### src/rtl/agu_pkg.sv
package agu_pkg;

    typedef enum logic [1:0] {
        MODE_OFFSET   = 2'd0,
        MODE_PRE_WB   = 2'd1,
        MODE_POST     = 2'd2,
        MODE_INDIRECT = 2'd3
    } agu_mode_e;

    typedef enum logic [1:0] {
        SIZE_BYTE = 2'd0,
        SIZE_HALF = 2'd1,
        SIZE_WORD = 2'd2,
        SIZE_RSVD = 2'd3
    } agu_size_e;

endpackage

### src/rtl/agu_offset_sel.sv
module agu_offset_sel #(
    parameter int ADDR_W = 32,
    parameter int IMM_W  = 12,
    parameter int SH_W   = 5
) (
    input  logic [IMM_W-1:0]  imm_i,
    input  logic [ADDR_W-1:0] idx_reg_i,
    input  logic              use_reg_i,
    input  logic [SH_W-1:0]   shamt_i,
    output logic [ADDR_W-1:0] offset_o
);
    localparam int PAD_W = ADDR_W - IMM_W;

    logic [ADDR_W-1:0] imm_ext;
    logic [ADDR_W-1:0] reg_scaled;

    generate
        if (PAD_W > 0) begin : g_pad
            assign imm_ext = {{PAD_W{1'b0}}, imm_i};
        end else begin : g_nopad
            assign imm_ext = imm_i[ADDR_W-1:0];
        end
    endgenerate

    always_comb begin
        reg_scaled = idx_reg_i << shamt_i;
        offset_o   = use_reg_i ? reg_scaled : imm_ext;
    end

endmodule

### src/rtl/agu_base_adder.sv
module agu_base_adder #(
    parameter int ADDR_W = 32
) (
    input  logic [ADDR_W-1:0] base_i,
    input  logic [ADDR_W-1:0] offset_i,
    input  logic              sub_i,
    output logic [ADDR_W-1:0] sum_o
);
    logic [ADDR_W-1:0] operand;

    always_comb begin
        // two's complement subtract: base + ~off + 1
        operand = sub_i ? ~offset_i : offset_i;
        sum_o   = base_i + operand + {{(ADDR_W-1){1'b0}}, sub_i};
    end

endmodule

### src/rtl/agu_align_chk.sv
module agu_align_chk
    import agu_pkg::*;
(
    input  logic [1:0] addr_lo_i,
    input  agu_size_e  size_i,
    output logic       misalign_o
);
    always_comb begin
        unique case (size_i)
            SIZE_WORD: misalign_o = |addr_lo_i;
            SIZE_HALF: misalign_o = addr_lo_i[0];
            default:   misalign_o = 1'b0;
        endcase
    end

endmodule

### src/rtl/agu_lsu_addr.sv
module agu_lsu_addr
    import agu_pkg::*;
#(
    parameter int ADDR_W = 32,
    parameter int IMM_W  = 12,
    parameter int SH_W   = 5
) (
    input  logic              clk,
    input  logic              rst_n,
    input  logic [ADDR_W-1:0] base_i,
    input  logic [IMM_W-1:0]  imm_i,
    input  logic [ADDR_W-1:0] idx_reg_i,
    input  logic              use_reg_i,
    input  logic [SH_W-1:0]   shamt_i,
    input  logic              sub_i,
    input  logic [1:0]        mode_i,
    input  logic [1:0]        size_i,
    output logic [ADDR_W-1:0] addr_o,
    output logic [ADDR_W-1:0] wb_val_o,
    output logic              wb_en_o,
    output logic              misalign_o
);

    typedef struct packed {
        logic [ADDR_W-1:0] addr;
        logic [ADDR_W-1:0] wb_val;
        logic              wb_en;
        logic              misalign;
    } agu_out_t;

    agu_mode_e mode;
    agu_size_e size;

    logic [ADDR_W-1:0] offset;
    logic [ADDR_W-1:0] sum;
    logic [ADDR_W-1:0] acc_addr;
    logic [ADDR_W-1:0] upd_val;
    logic              upd_en;
    logic              mis;

    agu_out_t out_d;
    agu_out_t out_q;

    assign mode = agu_mode_e'(mode_i);
    assign size = agu_size_e'(size_i);

    agu_offset_sel #(
        .ADDR_W (ADDR_W),
        .IMM_W  (IMM_W),
        .SH_W   (SH_W)
    ) u_off (
        .imm_i     (imm_i),
        .idx_reg_i (idx_reg_i),
        .use_reg_i (use_reg_i),
        .shamt_i   (shamt_i),
        .offset_o  (offset)
    );

    agu_base_adder #(
        .ADDR_W (ADDR_W)
    ) u_add (
        .base_i   (base_i),
        .offset_i (offset),
        .sub_i    (sub_i),
        .sum_o    (sum)
    );

    // mode decode: which value goes to memory, which to the base register
    always_comb begin
        unique case (mode)
            MODE_OFFSET: begin
                acc_addr = sum;
                upd_val  = base_i;
                upd_en   = 1'b0;
            end
            MODE_PRE_WB: begin
                acc_addr = sum;
                upd_val  = sum;
                upd_en   = 1'b1;
            end
            MODE_POST: begin
                acc_addr = base_i;
                upd_val  = sum;
                upd_en   = 1'b1;
            end
            default: begin
                acc_addr = base_i;
                upd_val  = base_i;
                upd_en   = 1'b0;
            end
        endcase
    end

    agu_align_chk u_align (
        .addr_lo_i  (acc_addr[1:0]),
        .size_i     (size),
        .misalign_o (mis)
    );

    always_comb begin
        out_d          = out_q;
        out_d.addr     = acc_addr;
        out_d.wb_val   = upd_val;
        out_d.wb_en    = upd_en;
        out_d.misalign = mis;
        if (!rst_n) begin
            out_d = '0;
        end
    end

    always_ff @(posedge clk) begin
        out_q <= out_d;
    end

    assign addr_o     = out_q.addr;
    assign wb_val_o   = out_q.wb_val;
    assign wb_en_o    = out_q.wb_en;
    assign misalign_o = out_q.misalign;

    // ---------------- assertions ----------------
    assert_offset_mode_R5: assert property (@(posedge clk) disable iff (!rst_n)
        ($past(rst_n) && $past(mode_i) == MODE_OFFSET)
        |-> (!wb_en_o && wb_val_o == $past(base_i)));

    assert_pre_update_R6: assert property (@(posedge clk) disable iff (!rst_n)
        ($past(rst_n) && $past(mode_i) == MODE_PRE_WB)
        |-> (wb_en_o && wb_val_o == addr_o));

    assert_post_base_R7: assert property (@(posedge clk) disable iff (!rst_n)
        ($past(rst_n) && $past(mode_i) == MODE_POST)
        |-> (wb_en_o && addr_o == $past(base_i)));

    assert_indirect_R8: assert property (@(posedge clk) disable iff (!rst_n)
        ($past(rst_n) && $past(mode_i) == MODE_INDIRECT)
        |-> (!wb_en_o && addr_o == $past(base_i) && wb_val_o == $past(base_i)));

    assert_word_align_R9: assert property (@(posedge clk) disable iff (!rst_n)
        ($past(rst_n) && $past(size_i) == SIZE_WORD)
        |-> (misalign_o == (addr_o[1:0] != 2'b00)));

    assert_narrow_align_R10: assert property (@(posedge clk) disable iff (!rst_n)
        misalign_o |-> ($past(size_i) == SIZE_WORD || $past(size_i) == SIZE_HALF));

endmodule

### config.mk
export PLATFORM = sky130hd
export DESIGN_NAME = agu_lsu_addr
export DESIGN_NICKNAME = d
export VERILOG_FILES = /design/src/rtl/agu_pkg.sv /design/src/rtl/agu_offset_sel.sv /design/src/rtl/agu_base_adder.sv /design/src/rtl/agu_align_chk.sv /design/src/rtl/agu_lsu_addr.sv
export SDC_FILE = /design/constraint.sdc
export NUM_CORES = 1
export LEC_CHECK = 0
export CAP_MARGIN = 20
export CORE_MARGIN = 10
export CORE_UTILIZATION = 46
export CTS_CLUSTER_SIZE = 10
export DETAILED_ROUTE_END_ITERATION = 10
export PLACE_DENSITY = 0.84
export SLEW_MARGIN = 20
export SYNTH_ARGS = -nofsm -noshare
export SYNTH_HDL_FRONTEND = slang
export SYNTH_SLANG_ARGS = --single-unit
### constraint.sdc
create_clock -name clk -period 4.1 [get_ports clk]
set_input_delay 0.41 -clock clk [delete_from_list [all_inputs] [get_ports clk]]
set_output_delay 0.41 -clock clk [all_outputs]
set_load 0.05 [all_outputs]
=== Word-level counts from Yosys, hierarchy flattened ===
Cells that the tools add are included.

* Output and inout port bits: 66
* Flip-flop bits (word level): 66
* Logic and storage cells: 22
* Input bits: 89

* Bitwise operators: 1
* Reductions and logical operators: 4
* Add/sub/neg operators: 2
* Mux-type cells: 6
* Equality and inequality tests: 4
* Shift-type cells: 1

{| class="wikitable"
|+ Operator list
! kind !! count
|-
| $mux 32 || 4
|-
| $add 32x1->32 || 1
|-
| $add 32x32->32 || 1
|-
| $not 32->32 || 1
|-
| $shl 32x5->32 || 1
|-
| $reduce_or 2->1 || 3
|-
| $eq 2x1->1 const B || 2
|-
| $eq 2x2->1 const B || 2
|-
| $logic_not 2->1 || 1
|-
| $pmux 1 s2 || 1
|-
| $mux 1 || 1
|}

=== Depth between registers and ports, before layout ===
Gate-level depths: netlist of the first run.

* Word-level depth: 9
* Mapped depth: 21
* Depth with buffers taken out: 17

=== By module ===
A second synthesis of the first run with hierarchy kept.

* Cell total of the unflattened synthesis: 769
* Area, all modules: 6683.9 um^2

{| class="wikitable"
|+ Modules (own cells, without submodules)
! module !! instances !! cells an instance !! area each (um^2) !! seq. area each (um^2)
|-
| agu_lsu_addr || 1 || 219 || 2509.9 || 1321.3
|-
| agu_base_adder || 1 || 279 || 2069.5 || 0.0
|-
| agu_offset_sel || 1 || 264 || 2058.2 || 0.0
|-
| agu_align_chk || 1 || 7 || 46.3 || 0.0
|}

=== Least setup slack after synthesis of the first run ===
No wires, ideal clock.

* Path kind: in2reg
* From: input port shamt_i[1]
* To: register out_q, in the netlist wb_val_o[31]
* Path slack: -0.065 ns
* Data arrival time: 4.043 ns
* Cell stages on the path: 19
* Required time: 3.978 ns
* Path buffers: 4
* Library setup time: 0.122 ns
* Cells stage by stage: buf_6 > buf_4 > buf_4 > mux2_2 > mux2i_1 > nor2_1 > a21oi_1 > mux2i_1 > a22oi_1 > xnor2_1 > ha_1 > clkbuf_1 > nand2_1 > or4_1 > o22ai_1 > o21ai_1 > o31ai_2 > nor3_1 > a311o_1

* Longest elaborated chain between the ends: 7

{| class="wikitable"
|+ Ends and longest elaborated chain
! item !! line !! RTL
|-
| from (decl) || agu_lsu_addr.sv:14 || <nowiki>input logic [SH_W-1:0] shamt_i,</nowiki>
|-
| $shl 32x5->32 * || agu_offset_sel.sv:26 || <nowiki>reg_scaled = idx_reg_i << shamt_i;</nowiki>
|-
| $mux 32 * || agu_offset_sel.sv:27 || <nowiki>offset_o = use_reg_i ? reg_scaled : imm_ext;</nowiki>
|-
| $not 32->32 || agu_base_adder.sv:13 || <nowiki>operand = sub_i ? ~offset_i : offset_i;</nowiki>
|-
| $mux 32 * || agu_base_adder.sv:13 ||
|-
| $add 32x32->32 * || agu_base_adder.sv:14 || <nowiki>sum_o = base_i + operand + {{(ADDR_W-1){1'b0}}, sub_i};</nowiki>
|-
| $add 32x1->32 * || agu_base_adder.sv:14 ||
|-
| $mux 32 * || agu_lsu_addr.sv:70 || <nowiki>unique case (mode)</nowiki>
|-
| to (signal assigned) || agu_lsu_addr.sv:112 || <nowiki>out_q <= out_d;</nowiki>
|-
| to (decl) || agu_lsu_addr.sv:42 || <nowiki>agu_out_t out_q;</nowiki>
|}

Mark *: on every way between the ends. The rest lies on a longest branch, timed or not.
A chain may end at the register's enable or synchronous reset.

=== Worst setup path in the final report of the first run ===
* From: input port idx_reg_i[0]
* To: register out_q, in the netlist wb_val_o[17]

* Longest elaborated chain between the ends: 7

{| class="wikitable"
|+ Ends and longest elaborated chain
! item !! line !! RTL
|-
| from (decl) || agu_lsu_addr.sv:12 || <nowiki>input logic [ADDR_W-1:0] idx_reg_i,</nowiki>
|-
| $shl 32x5->32 * || agu_offset_sel.sv:26 ||
|-
| $mux 32 * || agu_offset_sel.sv:27 ||
|-
| $not 32->32 || agu_base_adder.sv:13 ||
|-
| $mux 32 * || agu_base_adder.sv:13 ||
|-
| $add 32x32->32 * || agu_base_adder.sv:14 ||
|-
| $add 32x1->32 * || agu_base_adder.sv:14 ||
|-
| $mux 32 * || agu_lsu_addr.sv:70 ||
|}

Marks and branches as above.

==> impl_results.md, run 1 <==
- Status: completed
- # DRC: 0
- Ys async rst share: 0%
- Routed Antenna Nets: 0
- Post-route cell area: 9480 um2
- Largest net degree at the start of global routing: 64
- Total Routing Usage GR: 23.21%
- Maximum clock path buffer count: 2
- Hold Path End: addr_o[23]$_SDFF_PN0_
- Crit. End Element: register
- Die width: 137.8 um
- Crit-path max FO: 5
- Vias in the first global route: 7063
- Overall power: 3.406 mW
- Clk root buf: clkbuf_16
- Unique masters post-synth: 68
- Hold path depth: 3
- Worst slew margin: 35.93%
- Pwr Density: 359.2 nW/um2
- Ports: 155
- Fillcell total: 1040
- Final layout net count: 1205
- Fin crit period: 3.980 ns
- Syn Area/Cell: 7.875 um2
- Critical Path AT: 4.16 ns
- Rows: 42
- Critical Setup Path Class: in -> reg
- Total die area: 18980 um2
- Setup Viol. Count Final: 0
- Period utilization: 97.06%
- Maximum vdd drop: 0.2084 mV
- DR iter-0 viols: 765
- Max Fclk: 251.3 MHz
- Count of input and output buffers: 154
- Main flop type after synthesis: dfxtp_1
- Layout cells sized above 1: 22.88%
- First-pass GRT wire length: 35460 um
- Hold Path Class: in -> reg
- Register area share after synthesis: 20.71%
- Die Y: 137.8 um
- CTS Hold Buffers Added: 0
- Starting density of the core: 47.60%
- Initial antenna violation count: 0
- Worst-path clk slew: 0.05 ns
- Netlist Area Pre-Place: 6379 um2
- Fin Hold WS: 0.7383 ns
- Htree depth: 3
- Syn Nets: 936
- Yosys reg bits: 66
- Util after Layout: 70.75%
- Area Growth Syn to Fin: 48.63%
- CTS tree: built
- Post-Route WL: 23330 um
- Post-placement cell area: 9007 um2
- Synth Instances: 810
- EDFF count, synth: 0
- First-pass iteration count of the detailed router: 9
- Type of origin of the critical path: primary input
- Final Hold Viols: 0
- Ys Warns: 0
- Routed len/inst: 18.51 um
- CP required: 4.28 ns
- DP HPWL: 18470 um
- Multi-input gate area: 4828 um2
- Setup TNS: 0 ns
- Routability Congestion: 0.9658
- # diodes: 0
- Leakage: 4.148 nW
- Clock buffer count from CTS: 9
- CTS sink count: 66
- Vias post-DR: 7285
- Avg Vias per Cell: 5.782
- Maxcap violations: 0
- GRT overflow: 0
- Worst Tran Pin Value: 0.9601 ns
- FF/Latch Area: 1321 um2
- HP Start: base_i[23]
- Slew Limit Fails: 0
- CORE AREA: 13400 um2
==> layout by cell type, fill, tap and decap left out, types with 7 or more instances in the layout <==
master             n
buf_4            158
clkdlybuf4s50_1  148
nand2_1           92
dfxtp_1           66
mux2i_1           57
nand3_1           50
a21oi_1           47
nor2_1            41
o21ai_0           39
xnor2_1           39
ha_1              36
inv_1             27
nor2b_1           18
mux2_2            16
a21o_1            15
a21boi_0          15
o211ai_1          14
nand4_1           14
mux4_2            12
and2_1            11
xor2_1             9
and3_1             9
clkbuf_16          9
o21ai_1            8
mux2i_2            8
a211oi_1           7
==> power by group <==
part / total, mW / leakage [nW] / internal [mW] / switching [mW]
Clock: 0.704 / 0.135 / 0.407 / 0.297
Sequential: 0.760 / 0.549 / 0.734 / 0.0254
Combinational: 1.94 / 3.46 / 0.839 / 1.10
Total: 3.41 / 4.15 / 1.98 / 1.43
==> critical path, stage by stage <==
cell and delay [ns]:
clkdlybuf4s50_1 0.44, mux2i_1 0.31, o21ai_1 0.13, mux2i_1 0.31, nor2_1 0.09, a21oi_1 0.17
xnor2_1 0.15, ha_1 0.27, buf_4 0.16, a21oi_1 0.22, o21a_1 0.16, o221ai_1 0.14
a21oi_2 0.27, o21ai_1 0.17, a211oi_2 0.42, buf_4 0.18, o211ai_1 0.15
==> through the flow <==
step	setup WS (ns)	cells
after global placement	-0.2803	1233
final	0.1204	1260
after detailed placement	-0.3163	1233
after CTS	0.01085	1249
after floorplan	0.02587	810
after global routing	-0.05423	1260
==> state kept, by name, summed over array words and instances (netlist names) <==
signal and count:
misalign_o 1, wb_val_o 32, addr_o 32, wb_en_o 1
==> cell usage after synthesis, types with 7 or more instances <==
cell type / instances / area share, %
ha_1: 36 / 7.1
mux4_2: 12 / 4.2
inv_1: 27 / 1.6
buf_1: 7 / 0.41
nand3_1: 50 / 3.9
a31oi_1: 8 / 0.78
a21oi_1: 52 / 4.1
a21boi_0: 15 / 1.8
xor2_1: 9 / 1.2
a211oi_1: 7 / 0.82
nor2b_1: 18 / 1.8
nor2_1: 42 / 2.5
o21ai_0: 47 / 3.7
and3_1: 9 / 0.88
clkbuf_1: 39 / 2.3
nand2_1: 92 / 5.4
and2_1: 11 / 1.1
xnor2_1: 41 / 5.6
a21o_1: 15 / 1.8
dfxtp_1: 66 / 21
nand4_1: 14 / 1.4
mux2_2: 17 / 3.0
o211ai_1: 14 / 1.6
mux2i_1: 65 / 10
==> cells by family (layout without fill, tap and decap cells) <==
logic type	after synthesis	after routing	synth area share [%]
AND/OR/NAND/NOR	272	272	21.09
AO/OA/AOI/OAI	205	205	20.69
multiplexers	95	95	17.67
buffers and inverters	84	358	5.335
flip-flops	66	66	20.71
XOR/XNOR	51	51	7.121
adder cells (fa/ha/maj)	37	37	7.375
==> how the worst max path moves through the flow <==
stage / start / end / slack (ns) / depth (start not counted)
2_1_floorplan: shamt_i[1] / wb_val_o[31]$_SDFF_PN0_ / 0.03 / 19
3_3_place_gp: shamt_i[0] / addr_o[24]$_SDFF_PN0_ / -0.28 / 19
3_5_place_dp: shamt_i[0] / addr_o[27]$_SDFF_PN0_ / -0.32 / 19
4_1_cts: shamt_i[0] / wb_val_o[27]$_SDFF_PN0_ / 0.01 / 21
5_1_grt: idx_reg_i[0] / addr_o[17]$_SDFF_PN0_ / -0.05 / 17
6_report: idx_reg_i[0] / wb_val_o[17]$_SDFF_PN0_ / 0.12 / 17
==> cell type report <==
type,count,share of cell area [%]
Multi-Input combinational cell,660,50.93
Tap cell,176,2.323
Clock inverter,7,0.4751
Inverter,29,1.148
Clock buffer,9,2.376
Timing Repair Buffer,313,28.81
Sequential cell,66,13.94
==> per-layer routing <==
| layer | global-route usage [%] | wire length, um | share of wire (%) |
|---|---|---|---|
| met1 | 27.76 | 9399 | 40 |
| met2 | 40.50 | 11470 | 49 |
| met3 | 4.880 | 1925 | 8.3 |
| met4 | 7.358 | 529 | 2.3 |
| met5 | 0 | 0 | 0 |
==> timing repair <==
action,in CTS,in global routing
gates resized for setup,1,35
endpoints found under the setup margin,2,42
gates cloned,0,0
pin swaps,0,11
setup buffers,0,11
(Power assumes the default switching activity.)
==> run 2, diff against run 1 <==
Settings changed: PLACE_DENSITY 0.84 to 0.78.
==> impl_results.md, run 2 (synthesized netlist as in run 1, its figures left out) <==
- Worst slew margin: 36.51% (was 35.93%)
- # DRC: 0 (unchanged)
- Post-Route WL: 22620 um (was 23330 um)
- CP required: 4.31 ns (was 4.28 ns)
- Internal Power: 2.108 mW (was 1.980 mW)
- DR iter-0 viols: 804 (was 765)
- CTS sink count: 66 (unchanged)
- Hold Path Class: in -> reg (unchanged)
- # diodes: 0 (unchanged)
- Final Hold Viols: 0 (unchanged)
- Vias post-DR: 7219 (was 7285)
- Setup slack after layout: 0.1280 ns (was 0.1204 ns)
- Power share of the combinational group: 56.6% (was 57.0%)
- Pwr Density: 359.2 nW/um2 (about the same)
- First-pass iteration count of the detailed router: 5 (was 9)
- Routability Congestion: 0.9512 (was 0.9658)
- Maximum vdd drop: 0.2377 mV (was 0.2084 mV)
- Pre-CTS setup slack: -0.4737 ns (was -0.3163 ns)
- Fin Hold WS: 0.7245 ns (was 0.7383 ns)
- Sw power: 1.424 mW (was 1.426 mW)
- Count of input and output buffers: 154 (unchanged)
- Cell Chain, Critical Path: clkdlybuf4s50_1, mux2i_1, buf_4, nand2_1, o21ai_1, mux2i_1, mux2i_1, nor2_1, xor2_1, ha_1, and2_4, a221o_1, a41o_1, buf_4, nand3_1, a211o_1, nand4_1, and3_1, a311o_1 (was clkdlybuf4s50_1, mux2i_1, o21ai_1, mux2i_1, nor2_1, a21oi_1, xnor2_1, ha_1, buf_4, a21oi_1, o21a_1, o221ai_1, a21oi_2, o21ai_1, a211oi_2, buf_4, o211ai_1)
- Final layout net count: 1219 (was 1205)
- Critical Path AT: 4.18 ns (was 4.16 ns)
- Fillcell total: 992 (was 1040)
- FF/Latch Area: 1321 um2 (unchanged)
- Setup Viol. Count Final: 0 (unchanged)
- Critical Setup Path Class: in -> reg (unchanged)
- Maximum clock path buffer count: 2 (unchanged)
- Clk root buf: clkbuf_16 (unchanged)
- Crit-path max cell delay: 0.42 ns (was 0.44 ns)
- Clock buffer count from CTS: 9 (unchanged)
- Clock power share: 21.9% (was 20.7%)
- CORE AREA: 13400 um2 (unchanged)
- CTS tree: built (unchanged)
- Worst-path clk slew: 0.06 ns (was 0.05 ns)
- Slew Limit Fails: 0 (unchanged)
- Critical Path Start: idx_reg_i[7] (was idx_reg_i[0])
- Fin crit period: 3.972 ns (was 3.980 ns)
- Max Fclk: 251.8 MHz (was 251.3 MHz)
- Worst Tran Pin Value: 0.9513 ns (was 0.9601 ns)
- Crit-path slowest cell: clkdlybuf4s50_1 (unchanged)
- Hold path depth: 3 (unchanged)
- Maxcap violations: 0 (unchanged)
- Sw Share: 40.32% (was 41.86%)
- Crit-path max FO: 4 (was 5)
- Starting density of the core: 47.60% (unchanged)
- Layout cells sized above 1: 25.32% (was 22.88%)
- Vias in the first global route: 6923 (was 7063)
- Multi-input gate area: 4950 um2 (was 4828 um2)
- Post-route cell area: 9831 um2 (was 9480 um2)
- Crit-path most repeated cell: mux2i_1
- Avg Vias per Cell: 5.666 (was 5.782)
- Most common cell after layout, fill and taps aside: buf_4 (unchanged)
- Initial antenna violation count: 0 (unchanged)
- Period utilization: 96.88% (was 97.06%)
- Die width: 137.8 um (unchanged)
- Routed len/inst: 17.75 um (was 18.51 um)
- DP HPWL: 17970 um (was 18470 um)
- Htree depth: 3 (unchanged)
- Total die area: 18980 um2 (unchanged)
- Ports: 155 (unchanged)
- HP Start: base_i[15] (was base_i[23])
- Die Y: 137.8 um (unchanged)
- Total Routing Usage GR: 22.42% (was 23.21%)
- Post-placement cell area: 9140 um2 (was 9007 um2)
- First-pass GRT wire length: 34670 um (was 35460 um)
- Crit. End Element: register (unchanged)
- Most frequent cells in the layout: 163 x buf_4, 142 x clkdlybuf4s50_1, 90 x nand2_1, 66 x dfxtp_1, 52 x mux2i_1 (was 158 x buf_4, 148 x clkdlybuf4s50_1, 92 x nand2_1, 66 x dfxtp_1, 57 x mux2i_1)
- Rows: 42 (unchanged)
- Sequential Power Share: 21.5% (was 22.3%)
- Largest net degree at the start of global routing: 60 (was 64)
- Area Growth Syn to Fin: 54.12% (was 48.63%)
- Overall power: 3.531 mW (was 3.406 mW)
- GRT overflow: 0 (unchanged)
- Routed Antenna Nets: 0 (unchanged)
- Leakage: 4.334 nW (was 4.148 nW)
- Status: completed (unchanged)
- Type of origin of the critical path: primary input (unchanged)
-- run 2: repair_timing --
item,CTS,global route
resized for setup,3,73
gates cloned,0,1
setup buffers,0,13
endpoints found under the setup margin,4,33
hold buffers,0,0
pin swaps,0,25
-- run 2: area by class of cell --
type / count / share of cell area [%]
Tap cell: 176 / 2.240
Clock inverter: 6 / 0.6618
Clock buffer: 10 / 2.431
Multi-Input combinational cell: 660 / 50.35
Timing Repair Buffer: 327 / 29.64
Sequential cell: 66 / 13.44
Inverter: 29 / 1.235
-- run 2: final timing paths --
path / endpoint / slack, ns
max: wb_val_o[30]$_SDFF_PN0_ / 0.13
min: addr_o[15]$_SDFF_PN0_ / 0.72
-- run 2: worst max-delay path: cells and delay by family --
family / cells / cell delay (ns)
buffers and inverters: 3 / 0.72
muxes: 3 / 0.58
xor gates and xnor gates: 1 / 0.15
adders and majority gates: 1 / 0.33
and+or+nand+nor: 6 / 0.78
AOI/OAI and AO/OA: 5 / 1.22
-- run 2: per-stage QoR --
stage	utilization [%]	setup TNS [ns]	std cells
floorplan	-	0	810
global placement	68.21	-5.623	1244
detailed placement	68.21	-7.928	1244
CTS	70.57	0	1260
global route	73.36	-0.1160	1274
finish	73.36	0	1274
-- run 2: power groups by stage --
stage	Clock [mW]	Sequential, mW	Combinational (mW)
after CTS	0.779	0.762	1.89
after detailed placement	0	0.775	1.88
final	0.773	0.760	2.00
after global routing	0.804	0.768	2.13
after floorplan	0	1.10	0.788
after global placement	0	0.771	1.85
-- run 2: per-layer routing --
layer | global-route usage (%) | up-vias | part of all wire, %
met1 | 27.72 | 3308 | 41
met3 | 3.969 | 54 | 8.1
met5 | 0 | - | 0
met2 | 38.03 | 356 | 49
li1 | - | 3501 | -
met4 | 8.285 | 0 | 2.5
